File: src/rtl/gpio_irq_pkg.sv
package gpio_irq_pkg;

    typedef enum logic [2:0] {
        TRIG_LVL_LO,
        TRIG_LVL_HI,
        TRIG_RISE,
        TRIG_FALL,
        TRIG_BOTH
    } trig_e;

    typedef enum logic {
        ST_IDLE,
        ST_PEND
    } pend_e;

    // edg = 0 selects a level mode and ignores dlt; edg = 1 with dlt = 1 ignores pol
    function automatic trig_e decode_trig(input logic pol, input logic edg, input logic dlt);
        trig_e k;
        if (!edg)
            k = pol ? TRIG_LVL_HI : TRIG_LVL_LO;
        else if (dlt)
            k = TRIG_BOTH;
        else
            k = pol ? TRIG_RISE : TRIG_FALL;
        return k;
    endfunction

endpackage

File: src/rtl/gpio_irq_pin.sv
module gpio_irq_pin
    import gpio_irq_pkg::*;
(
    input  logic clk,
    input  logic rst_n,
    input  logic pin_i,
    input  logic pol_i,
    input  logic edg_i,
    input  logic dlt_i,
    input  logic clr_i,
    output logic pend_o
);

    logic  prev_q;
    trig_e kind;
    logic  hit;
    pend_e state_q;
    pend_e state_d;

    // Tracks the pin during reset as well, so the first cycle after reset sees no false edge
    always_ff @(posedge clk) begin
        prev_q <= pin_i;
    end

    always_comb begin
        kind = decode_trig(pol_i, edg_i, dlt_i);
        unique case (kind)
            TRIG_LVL_LO: hit = ~pin_i;
            TRIG_LVL_HI: hit = pin_i;
            TRIG_RISE:   hit = pin_i & ~prev_q;
            TRIG_FALL:   hit = ~pin_i & prev_q;
            TRIG_BOTH:   hit = pin_i ^ prev_q;
            default:     hit = 1'b0;
        endcase
    end

    always_ff @(posedge clk) begin
        if (!rst_n)
            state_q <= ST_IDLE;
        else
            state_q <= state_d;
    end

    always_comb begin
        state_d = state_q;
        unique case (state_q)
            ST_IDLE: if (hit) state_d = ST_PEND;
            ST_PEND: if (clr_i && !hit) state_d = ST_IDLE;
            default: state_d = ST_IDLE;
        endcase
    end

    always_comb begin
        pend_o = (state_q == ST_PEND);
    end

endmodule

File: src/rtl/gpio_irq_port.sv
module gpio_irq_port #(
    parameter int PINS = 8,
    localparam int DW = 3 * PINS
) (
    input  logic            clk,
    input  logic            rst_n,
    input  logic [PINS-1:0] pins_i,
    input  logic            cfg_we_i,
    input  logic            en_we_i,
    input  logic            clr_we_i,
    input  logic [DW-1:0]   wdata_i,
    output logic [PINS-1:0] pend_o,
    output logic            irq_o
);

    logic [DW-1:0]   cfg_q;
    logic [PINS-1:0] en_q;

    always_ff @(posedge clk) begin
        if (!rst_n)
            cfg_q <= '0;
        else if (cfg_we_i)
            cfg_q <= wdata_i;
    end

    always_ff @(posedge clk) begin
        if (!rst_n) begin
            en_q <= '0;
        end else if (en_we_i) begin
            for (int j = 0; j < PINS; j++) begin
                if (wdata_i[PINS + j])
                    en_q[j] <= wdata_i[j];
            end
        end
    end

    for (genvar j = 0; j < PINS; j++) begin : g_pin
        gpio_irq_pin u_pin (
            .clk    (clk),
            .rst_n  (rst_n),
            .pin_i  (pins_i[j]),
            .pol_i  (cfg_q[j]),
            .edg_i  (cfg_q[PINS + j]),
            .dlt_i  (cfg_q[2*PINS + j]),
            .clr_i  (clr_we_i & wdata_i[j]),
            .pend_o (pend_o[j])
        );
    end

    always_comb begin
        irq_o = |(pend_o & en_q);
    end

endmodule

File: src/rtl/gpio_irq_bank.sv
module gpio_irq_bank #(
    parameter int PINS  = 8,
    parameter int NPORT = 4,
    localparam int SELW = (NPORT > 1) ? $clog2(NPORT) : 1,
    localparam int NPIN = NPORT * PINS,
    localparam int DW   = 3 * PINS
) (
    input  logic            clk,
    input  logic            rst_n,
    input  logic [NPIN-1:0] pin_lvl_i,
    input  logic [SELW-1:0] wr_sel_i,
    input  logic            typ_we_i,
    input  logic            ena_we_i,
    input  logic            clr_we_i,
    input  logic [DW-1:0]   wr_data_i,
    output logic [NPIN-1:0] irq_status_o,
    output logic [NPORT-1:0] port_irq_o,
    output logic            bank_irq_o
);

    for (genvar p = 0; p < NPORT; p++) begin : g_port
        logic sel_hit;
        assign sel_hit = (wr_sel_i == SELW'(p));

        gpio_irq_port #(.PINS(PINS)) u_port (
            .clk      (clk),
            .rst_n    (rst_n),
            .pins_i   (pin_lvl_i[p*PINS +: PINS]),
            .cfg_we_i (typ_we_i & sel_hit),
            .en_we_i  (ena_we_i & sel_hit),
            .clr_we_i (clr_we_i & sel_hit),
            .wdata_i  (wr_data_i),
            .pend_o   (irq_status_o[p*PINS +: PINS]),
            .irq_o    (port_irq_o[p])
        );
    end

    always_comb begin
        bank_irq_o = |port_irq_o;
    end

endmodule

File: config.mk
export PLATFORM = sky130hd
export DESIGN_NAME = gpio_irq_bank
export DESIGN_NICKNAME = d
export VERILOG_FILES = /design/src/rtl/gpio_irq_pkg.sv /design/src/rtl/gpio_irq_pin.sv /design/src/rtl/gpio_irq_port.sv /design/src/rtl/gpio_irq_bank.sv
export SDC_FILE = /design/constraint.sdc
export NUM_CORES = 1
export LEC_CHECK = 0
export BUFFER_PORTS_ARGS = -buffer_cell sky130_fd_sc_hd__buf_2
export CAP_MARGIN = 15
export CORE_MARGIN = 4
export CORE_UTILIZATION = 35
export DETAILED_ROUTE_END_ITERATION = 10
export PLACE_DENSITY = 0.54
export SYNTH_ARGS = -nofsm -noshare
export SYNTH_HDL_FRONTEND = slang
export SYNTH_SLANG_ARGS = --single-unit
File: constraint.sdc
create_clock -name clk -period 1.2 [get_ports clk]
set_input_delay 0.06 -clock clk [delete_from_list [all_inputs] [get_ports clk]]
set_output_delay 0.06 -clock clk [all_outputs]
set_load 0.02 [all_outputs]
==> results of run 1 <==
sequential cells by signal, indices dropped and copies added (netlist names):
name / count
g_port.u_port.g_pin.u_pin.prev_q: 32
g_port.u_port.cfg_q: 96
g_port.u_port.en_q: 32
g_port.u_port.g_pin.u_pin.pend_o: 32
cell type report:
class                           count  share of cell area, %
Multi-Input combinational cell    725                   40.7
Inverter                           73                   2.26
Sequential cell                   192                   31.8
Tap cell                          335                   3.43
Clock inverter                     11                  0.952
Clock buffer                       20                   3.65
Timing Repair Buffer              254                   17.2
cells by family after synthesis:
kind of cell | after synthesis | share of synthesized area (%)
AND/OR/NAND/NOR | 340 | 17.0
XOR/XNOR | 25 | 2.34
AO/OA/AOI/OAI | 263 | 17.0
multiplexers | 33 | 3.87
adder cells (fa/ha/maj) | 64 | 8.56
buffers and inverters | 173 | 10.2
flip-flops | 192 | 41.1
final timing paths:
path,from,endpoint,cells after the start
setup / recovery,g_port[2].u_port.en_q[2],bank_irq_o,4
hold / removal,wr_data_i[13],g_port[2].u_port.cfg_q[13],3
setup reg to reg,g_port[2].u_port.g_pin[1].u_pin.prev_q,g_port[2].u_port.g_pin[1].u_pin.pend_o,5
hold reg to reg,g_port[3].u_port.cfg_q[22],g_port[3].u_port.cfg_q[22],2
worst min-delay path, cell delays in order:
cell and delay [ps]:
buf_2 200, nand2_1 90, a21oi_1 50
placed cells by master (no fill, tap or decap), drive strengths merged, types with 10 or more instances in the layout:
master,Yosys,final
a21oi,120,120
a22oi,16,16
a31oi,32,32
buf,80,204
clkbuf,20,20
dfxtp,192,192
dlygate4sd3,0,40
dlymetal6s4s,0,10
ha,64,64
inv,73,73
mux2,25,25
nand2,226,226
nand2b,33,33
nand3,25,25
nand3b,26,26
nand4,12,12
o211ai,24,24
o21ai,48,48
xnor2,24,24
metal layers:
layer  share of wire (%)  vias to the layer above  global-route usage [%]
met5                   0                        -                       0
li1                    -                     3991                       -
met3                 5.6                       50                    4.00
met1                  45                     3810                    26.0
met2                  45                      212                    31.0
met4                 3.7                        0                    8.30
what timing repair did:
| action | CTS | global route |
|---|---|---|
| hold buffers | 40 | 10 |
| endpoints found under the hold margin | 66 | 10 |
| endpoints found under the setup margin | 17 | 33 |
| resized for setup | 62 | 127 |
| pin swaps | 27 | 52 |
| buffers inserted | 1 | 3 |
power by group through the flow:
| stage | Combinational, mW | Sequential (mW) | Clock, mW |
|---|---|---|---|
| floorplan | 1.26 | 6.95 | 0 |
| global placement | 2.12 | 6.97 | 0 |
| detailed placement | 2.13 | 6.98 | 0 |
| CTS | 2.30 | 6.86 | 5.70 |
| global route | 2.64 | 6.92 | 6.00 |
| finish | 2.43 | 6.88 | 5.61 |
metrics by stage:
stage          hold WS [ps]  utilization [%]
6_report               11.9             46.6
5_1_grt                5.10             46.6
4_1_cts                1.92             44.6
3_5_place_dp            221             40.2
3_3_place_gp            218             40.2
2_1_floorplan          87.7                -
==> summary.txt, run 1 <==
Combinational power share: 16.3%
Fillers: 2562
Area share of the largest cell type after synthesis: 41.1%
Die X: 171 um
Internal: 10.9 mW
Power per cell area: 1220 nW/um2
Max Freq: 0.522 GHz
Num CTS Buffers: 17
Largest stage delay, worst path: 560 ps
Ant. Diodes: 0
Buf/Inv on CP: 1
CP Capture Type: output pin
Final-stage net count: 1390
Synth warn: 0
Pre-CTS setup slack: -370 ps
Register area share after synthesis: 41.1%
Cell variety after synth: 40
Mapped Area: 9350 um2
Die ar.: 29400 um2
Req. time, crit path: 1140 ps
Sw Pwr: 4.03 mW
FF+latch count, synth: 192
Outcome: complete, but fails checks
Hold Path Class: input port to register
CORE AREA: 26200 um2
Top cell family by delay on the critical path: simple AND/OR/NAND/NOR gates
DRC Markers: 0
Clk pwr share: 37.6%
Footprint of the multi-input gates: 4980 um2
Total power: 14.9 mW
Site Rows: 59
Post-DP HPWL: 20000 um
Antenna Nets Post-Route: 0
Worst Path Arrival: 1860 ps
Failing checks: negative setup slack
Port buffer count: 99
Count of final hold-check violations: 0
Worst-Margin Slew: 354 ps
CP max-delay cell: or4_4
Slew HR: 76.4%
Tot GR Track Use: 19.6%
Max H-tree Level: 4
Non-filler instance count after layout: 1610
Clk_lat worst skew: 430 ps
Flop pwr share: 46.1%
Max-slew violation count: 0
Clock tree from TritonCTS: built
FFs w/ async S/R, synth: 0%
Via density: 5.01
Longest Clk Path Bufs: 2
R2r setup slk: -20 ps
Synth top area cells: dfxtp_1, nand2_1, ha_1
Synth Area per Inst: 8.58 um2
Global-route wire length before repair: 44000 um
Starting density of the core: 35.7%
VDD IR max: 0.000863 V
EDFF count, synth: 0
CP Launch Type: register
Post-Syn Instances: 1090
CP Cell Sequence: a22oi_2 -> nand4_1 -> or4_4 -> buf_6
Total global routing overflow: 0
Worst Skew: 9.78 ps
Share of cells above drive strength 1: 30.4%
Clk sinks: 192
Final Wtd Congestion: 0.817
Post-synth top cells: nand2_1, dfxtp_1, a21oi_1, inv_1, ha_1
Sw frac: 27.0%
Top FF cell, synth: dfxtp_1
Cells after DPL: 1526
Root buffer cell: clkbuf_16
Setup Total Neg Slack: -2030 ps
Reg area: 3890 um2
Die height: 171 um
Most frequent cell after synthesis: nand2_1
Crit path kind: register to output pin
P&R area growth vs syn: 30.7%
Largest net degree at the start of global routing: 68
Static leakage: 5.04 nW
Post-synth top area cell: dfxtp_1
Routed len/inst: 17.8 um
Max Cap Viol: 0
Syn Nets: 1217
Worst-path fanout max: 2
Clock transition at path regs: 70 ps
Final period utilization: 160%
Via count: 8063
Placed cell area: 10500 um2
Tmin final: 1920 ps
Final setup viols: 8
Routed WL: 28700 um
Iteration count of the initial detailed-routing pass: 5
Setup slack after layout: -717 ps
Vias in the first global route: 7711
RSZ-0062 raised after global routing: yes
DRT iter0 DRCs: 533
Boundary Pins: 100
Initial antenna violation count: 0
Design Area, Final: 12200 um2
Note: power is estimated with default switching activity, not from simulation.
==> run 2: changes to the inputs <==
- ABC_AREA: not set -> 1
==> run 2 against run 1 <==
Effect of this change: the run still ends with negative setup slack left; worst setup slack better by 290 ps; critical path depth grew 4; first-iteration DRC count down 9.8%; clock power increased by 2%; clock-buffer cell count unchanged; maximum frequency is 18% higher.
==> summary.txt, run 2 <==
Outcome: complete, but fails checks
Failing checks: negative setup slack
VDD IR max: 0.000819 V (-5.0%)
Most frequent cell after synthesis: nand2_1
Clk_lat worst skew: 430 ps (about the same)
Commonest non-fill, non-tap cell in the layout: nand2_1
Synth Area per Inst: 7.26 um2 (-15%)
Hold Path Class: input port to register
Design Area, Final: 11700 um2 (-4.3%)
Mapped Area: 9490 um2 (+1.5%)
Hold Path End: g_port[0].u_port.en_q[6]
Total global routing overflow: 0 (unchanged)
Clock transition at path regs: 70 ps (about the same)
Post-synth top cells: nand2_1, dfxtp_1, inv_1, a21oi_1, o21ai_0
Initial antenna violation count: 1 (+1)
DRC Markers: 0 (unchanged)
Worst Path Arrival: 1560 ps (-300 ps)
Worst-path fanout max: 2 (unchanged)
Biggest register: g_port.u_port.cfg_q
Via density: 4.72 (-5.8%)
Count of final hold-check violations: 0 (unchanged)
Port buffer count: 99 (unchanged)
Crit path kind: register to output pin
Iteration count of the initial detailed-routing pass: 5 (unchanged)
Synth warn: 0 (unchanged)
Routed len/inst: 15.5 um (-13%)
EDFF count, synth: 0 (unchanged)
Max Freq: 0.616 GHz (+18%)
Area share of the largest cell type after synthesis: 40.5% (-0.59 points)
Post-synth top area cell: dfxtp_1
Antenna Nets Post-Route: 0 (unchanged)
Highest-count cells in the layout ignoring fill and taps: nand2_1, inv_1, a21oi_1
Placed cell area: 10600 um2 (+0.62%)
Tot GR Track Use: 18.3% (-1.3 points)
Syn Nets: 1433 (+18%)
Via count: 8485 (+5.2%)
Clock tree from TritonCTS: built
Setup Total Neg Slack: -1390 ps (+638 ps)
Worst R2R Path Depth: 7 (+2)
R2r setup slk: 30 ps (+50 ps)
Worst Hold Path Cells: 3 (unchanged)
Clk sinks: 192 (unchanged)
Root buffer cell: clkbuf_16
Vias in the first global route: 8012 (+3.9%)
Die height: 173 um (+0.69%)
DRT iter0 DRCs: 481 (-9.8%)
Max H-tree Level: 4 (unchanged)
Top FF cell, synth: dfxtp_1
Non-filler instance count after layout: 1798 (+12%)
Share of cells above drive strength 1: 19.9% (-10 points)
Worst Skew: 8.33 ps (-1.44 ps)
Max FFs per register: 96 (unchanged)
FFs w/ async S/R, synth: 0% (unchanged)
Largest stage delay, worst path: 310 ps (-250 ps)
CP max-delay cell: dfxtp_1
Worst r2r src: g_port[2].u_port.g_pin[1].u_pin.prev_q
Power per cell area: 1300 nW/um2 (+6.6%)
Site Rows: 59 (unchanged)
Final setup viols: 5 (-3)
Post-DP HPWL: 20100 um (+0.69%)
Largest net degree at the start of global routing: 36 (-47%)
RSZ-0062 raised after global routing: yes
Footprint of the multi-input gates: 4480 um2 (-9.9%)
Post-Syn Instances: 1306 (+20%)
Die ar.: 29800 um2 (+1.4%)
Reg area: 3880 um2 (-0.29%)
P&R area growth vs syn: 23.3%
Starting density of the core: 36.0% (+0.32 points)
Final Wtd Congestion: 0.828 (+1.3%)
Req. time, crit path: 1140 ps (about the same)
Cells after DPL: 1729 (+13%)
Longest Clk Path Bufs: 2 (unchanged)
Final-stage net count: 1576 (+13%)
CP Cell Sequence: nand2_1 -> nand2_1 -> nor2_2 -> nand3_2 -> nor2_1 -> buf_4 -> nand2_2 -> buf_6
Tmin final: 1620 ps (-295 ps)
Max-slew violation count: 0 (unchanged)
RR Endpoint: g_port[2].u_port.g_pin[1].u_pin.pend_o
Global-route wire length before repair: 43100 um (-1.9%)
Die X: 173 um (+0.69%)
Boundary Pins: 100 (unchanged)
Synth top area cells: dfxtp_1, a21oi_1, nand2_1
FF+latch count, synth: 192 (unchanged)
Max Cap Viol: 0 (unchanged)
Slew HR: 67.5% (-8.9 points)
Register area share after synthesis: 40.5% (-0.59 points)
Cell mode on critical path: nand2_1
Cell variety after synth: 21 (-48%)
Hold_sp: wr_data_i[6]
Worst-Margin Slew: 488 ps (+134 ps)
CORE AREA: 26400 um2 (+0.56%)
Static leakage: 5.34 nW (+5.9%)
Final period utilization: 135% (-25 points)
Buf/Inv on CP: 2 (+1)
Top cell family by delay on the critical path: simple AND/OR/NAND/NOR gates
Routed WL: 27900 um (-2.8%)
Setup slack after layout: -423 ps (+295 ps)
Num CTS Buffers: 17 (unchanged)
Hold_ws: 13.7 ps (+1.77 ps)
CP Capture Type: output pin
Fillers: 2674 (+4.4%)
CP Launch Type: register
[run 2: cell types whose count changed after synthesis, moves of 25 or more]
cell	change
a31oi_1	-32
o21ai_0	+102
nor2_1	+119
mux2_2	-25
nand3_1	+32
inv_1	+111
nand2b_1	-33
a21oi_1	+62
[run 2: power by group]
part / internal [mW] / switching (mW) / total, mW
combinational: 1.03 / 1.46 / 2.49
sequential: 6.75 / 0.231 / 6.98
clock: 3.15 / 2.60 / 5.74
total: 10.9 / 4.29 / 15.2
[run 2: per-stage QoR]
stage	setup slack, ps	total power, mW	util [%]
after floorplan	102	8.53	-
after global placement	-10.3	9.42	40.2
after detailed placement	-10.7	9.44	40.2
after CTS	-440	15.3	43.9
after global routing	-516	15.9	44.4
final	-423	15.2	44.4
[run 2: routing by layer]
layer	up-vias	GRT usage [%]	routed length, um
met5	-	0	0
met2	159	30.3	12800
li1	4423	-	-
met1	3878	24.5	13400
met4	0	5.42	493
met3	25	3.38	1210
[run 2: worst register-to-register path: cells and delay by family (launching register included)]
kind	cells	cell delay, ps
buf+inv	1	40
compound gates	1	60
flops	1	340
fa+ha+maj	1	160
simple gates	4	470
[run 2: cell families (layout without fill, tap and decap cells)]
logic type      count (synthesis)  in the layout  share of synthesized area (%)
other cells                     0              1                              0
simple gates                  445            445                           20.1
fa+ha+maj                      64             64                           8.44
buf+inv                       274            430                           13.2
compound gates                331            331                           17.7
flops                         192            192                           40.5
[run 2: timing repair]
action                                  4_1_cts  5_1_grt
hold buffers                                 33        0
pin swaps                                    15        9
cloned                                        0        0
buffers inserted                              5        1
hold endpoints to repair                     34        0
gates resized for setup                      23       48
endpoints found under the setup margin        5       20
[run 2: worst max path at each step]
stage	to	slack (ps)	start	cells past startpoint
final	bank_irq_o	-420	g_port[2].u_port.g_pin[2].u_pin.pend_o	8
after global routing	bank_irq_o	-520	g_port[3].u_port.en_q[3]	8
after CTS	bank_irq_o	-440	g_port[2].u_port.en_q[6]	8
after detailed placement	g_port[2].u_port.en_q[6]	-10	wr_sel_i[1]	7
after global placement	g_port[2].u_port.en_q[6]	-10	wr_sel_i[1]	7
after floorplan	g_port[1].u_port.g_pin[4].u_pin.pend_o	100	g_port[1].u_port.g_pin[4].u_pin.prev_q	7
[run 2: cell type report]
type                       count  share of cell area (%)
multi-input combinational    840                    38.3
sequential                   192                    33.2
timing repair buffer         213                    14.0
inverter                     185                    5.94
clock buffer                  20                    3.82
tap                          335                    3.58
clock inverter                12                    1.16
antenna                        1                  0.0214
==> run 3: changes to the inputs <==
- CELL_PAD_IN_SITES_DETAIL_PLACEMENT: not set -> 0
- CELL_PAD_IN_SITES_GLOBAL_PLACEMENT: not set -> 2
- CORE_UTILIZATION: 35 -> 34
- PLACE_DENSITY: 0.54 -> 0.82
- SETUP_SLACK_MARGIN: not set -> 0.3
==> run 3 against run 2 <==
Effect of this change: the flow still finishes with violations (negative setup slack); hold slack better by 0.98 ps; design area is 9.4% higher; critical path type unchanged; clock power is 4.5% higher.
==> summary.txt, run 3 (synthesis gave the netlist of run 2 again) <==
Root buffer cell: clkbuf_16
Cell mode on critical path: nand2_1
CP Capture Type: output pin
Crit path to: bank_irq_o
Flop pwr share: 43.9% (-2.0 points)
Clk_lat worst skew: 440 ps (about the same)
Global-route wire length before repair: 45500 um (+5.4%)
CP Launch Point: g_port[1].u_port.g_pin[7].u_pin.pend_o
Site Rows: 60 (+1.7%)
Vias in the first global route: 8030 (+0.22%)
Top cell family by delay on the critical path: simple AND/OR/NAND/NOR gates
Sw frac: 28.5% (+0.25 points)
Num CTS Buffers: 17 (unchanged)
Slew HR: 68.6% (+1.1 points)
Max FFs per register: 96 (unchanged)
Tot GR Track Use: 19.1% (+0.77 points)
Clock tree from TritonCTS: built
Tmin final: 1600 ps (-21.8 ps)
Hold Path Class: input port to register
Sw Pwr: 4.56 mW (+6.2%)
RR Endpoint: g_port[2].u_port.g_pin[4].u_pin.pend_o
Max-slew violation count: 0 (unchanged)
CORE AREA: 27200 um2 (+3.1%)
Req. time, crit path: 1140 ps (about the same)
Final setup viols: 5 (unchanged)
Failing checks: negative setup slack
Final-stage net count: 1575 (-0.063%)
Cells after DPL: 1760 (+1.8%)
Via count: 8570 (+1.0%)
Worst Skew: 8.24 ps (-0.0911 ps)
Largest stage delay, worst path: 330 ps (+20 ps)
CP Depth: 8 (unchanged)
Hold_ws: 14.6 ps (+0.978 ps)
Setup slack after layout: -401 ps (+21.8 ps)
Crit path kind: register to output pin
Initial antenna violation count: 1 (unchanged)
Post-DP HPWL: 20700 um (+2.9%)
Internal: 11.5 mW (+4.9%)
Max Cap Viol: 0 (unchanged)
Routed WL: 29400 um (+5.4%)
VDD IR max: 0.000858 V (+4.8%)
Longest Clk Path Bufs: 2 (unchanged)
Combinational power share: 18.6% (+2.2 points)
Non-filler instance count after layout: 1835 (+2.1%)
CP max-delay cell: dfxtp_2
DRC Markers: 0 (unchanged)
Worst Path Arrival: 1540 ps (-20 ps)
Routed len/inst: 16.0 um (+3.3%)
Final period utilization: 133% (-1.8 points)
Iteration count of the initial detailed-routing pass: 5 (unchanged)
Commonest non-fill, non-tap cell in the layout: nand2_1
Worst-Margin Slew: 470 ps (-17.5 ps)
Port buffer count: 99 (unchanged)
Setup Total Neg Slack: -1500 ps (-110 ps)
Biggest register: g_port.u_port.cfg_q
Buf/Inv on CP: 2 (unchanged)
Boundary Pins: 100 (unchanged)
Total global routing overflow: 0 (unchanged)
Worst R2R Path Depth: 7 (unchanged)
Worst r2r src: g_port[2].u_port.g_pin[4].u_pin.prev_q
Outcome: complete, but fails checks
Die ar.: 30600 um2 (+2.8%)
CP Cell Sequence: nand2_1 -> nand2_1 -> a21oi_1 -> nand3_1 -> nor2_1 -> buf_4 -> nand2_2 -> buf_6
Final Wtd Congestion: 0.799 (-3.5%)
Worst Hold Path Cells: 3 (unchanged)
Clock transition at path regs: 70 ps (about the same)
Power per cell area: 1250 nW/um2 (-3.8%)
Via density: 4.67 (-1.0%)
Max H-tree Level: 4 (unchanged)
Worst-path fanout max: 2 (unchanged)
R2r setup slk: 90 ps (+60 ps)
Antenna Nets Post-Route: 0 (unchanged)
Count of final hold-check violations: 0 (unchanged)
Max Freq: 0.625 GHz (+1.4%)
Share of cells above drive strength 1: 31.5% (+12 points)
Highest-count cells in the layout ignoring fill and taps: nand2_1, inv_1, a21oi_1
P&R area growth vs syn: 34.9%
RSZ-0062 raised after global routing: yes
Final core utilization: 47.1% (+2.7 points)
Starting density of the core: 34.9% (-1.1 points)
DRT iter0 DRCs: 555 (+15%)
Static leakage: 5.40 nW (+1.0%)
Die X: 175 um (+1.4%)
CP Launch Type: register
Clk pwr share: 37.4% (-0.4 points)
Largest net degree at the start of global routing: 54 (+50%)
Die height: 175 um (+1.4%)
Clk sinks: 192 (unchanged)
-- run 3: worst min path at each step --
| stage | startpoint | to |
|---|---|---|
| after floorplan | pin_lvl_i[0] | g_port[0].u_port.g_pin[0].u_pin.prev_q |
| after global placement | pin_lvl_i[24] | g_port[3].u_port.g_pin[0].u_pin.prev_q |
| after detailed placement | pin_lvl_i[25] | g_port[3].u_port.g_pin[1].u_pin.prev_q |
| after CTS | wr_data_i[2] | g_port[1].u_port.en_q[2] |
| after global routing | wr_data_i[2] | g_port[1].u_port.en_q[2] |
| final | wr_data_i[2] | g_port[1].u_port.en_q[2] |
-- run 3: what timing repair did --
action | in CTS | in global routing
hold endpoints to repair | 34 | 0
pin swaps | 46 | 47
hold buffers | 32 | 0
endpoints found under the setup margin | 69 | 69
gates resized for setup | 192 | 89
setup buffers | 1 | 8
-- run 3: power groups by stage --
stage          logic (mW)  clock network (mW)  registers, mW
6_report             2.98                6.00           7.04
2_1_floorplan        1.53                   0           7.07
4_1_cts              2.82                6.14           7.03
3_3_place_gp         2.41                   0           7.11
5_1_grt              3.31                6.37           7.09
3_5_place_dp         2.41                   0           7.11
-- run 3: per-stage QoR --
step / area, um2 / setup slack (ps) / power (mW)
floorplan: 9790 / 180 / 8.59
global placement: 10900 / 23.2 / 9.52
detailed placement: 10900 / 36.5 / 9.52
CTS: 12400 / -409 / 16.0
global route: 12800 / -480 / 16.8
finish: 12800 / -401 / 16.0
-- run 3: final cells by class --
class                   count  area [um2]
clock buffers              20         447
fillers                  2792       14400
inverters                 185         694
multi-input cells         840        5170
diodes                      2        5.00
clock inverters            12         156
well taps                 372         465
repair buffers            212        1920
flip-flops and latches    192        3940
-- run 3: worst reg2reg max path: cells and delay by family, from the launching register on --
kind	cells	cell delay, ps
compound gates	1	50
flops	1	360
buf+inv	1	50
fa+ha+maj	1	140
simple gates	4	400
-- run 3: per-layer routing --
layer  part of all wire, %  global-route usage [%]  up-vias
li1                      -                       -     4441
met1                    48                    26.2     3937
met2                    46                    30.8      165
met3                   4.4                    3.46       25
met4                   1.7                    5.34        2
met5                 0.041                       0        -
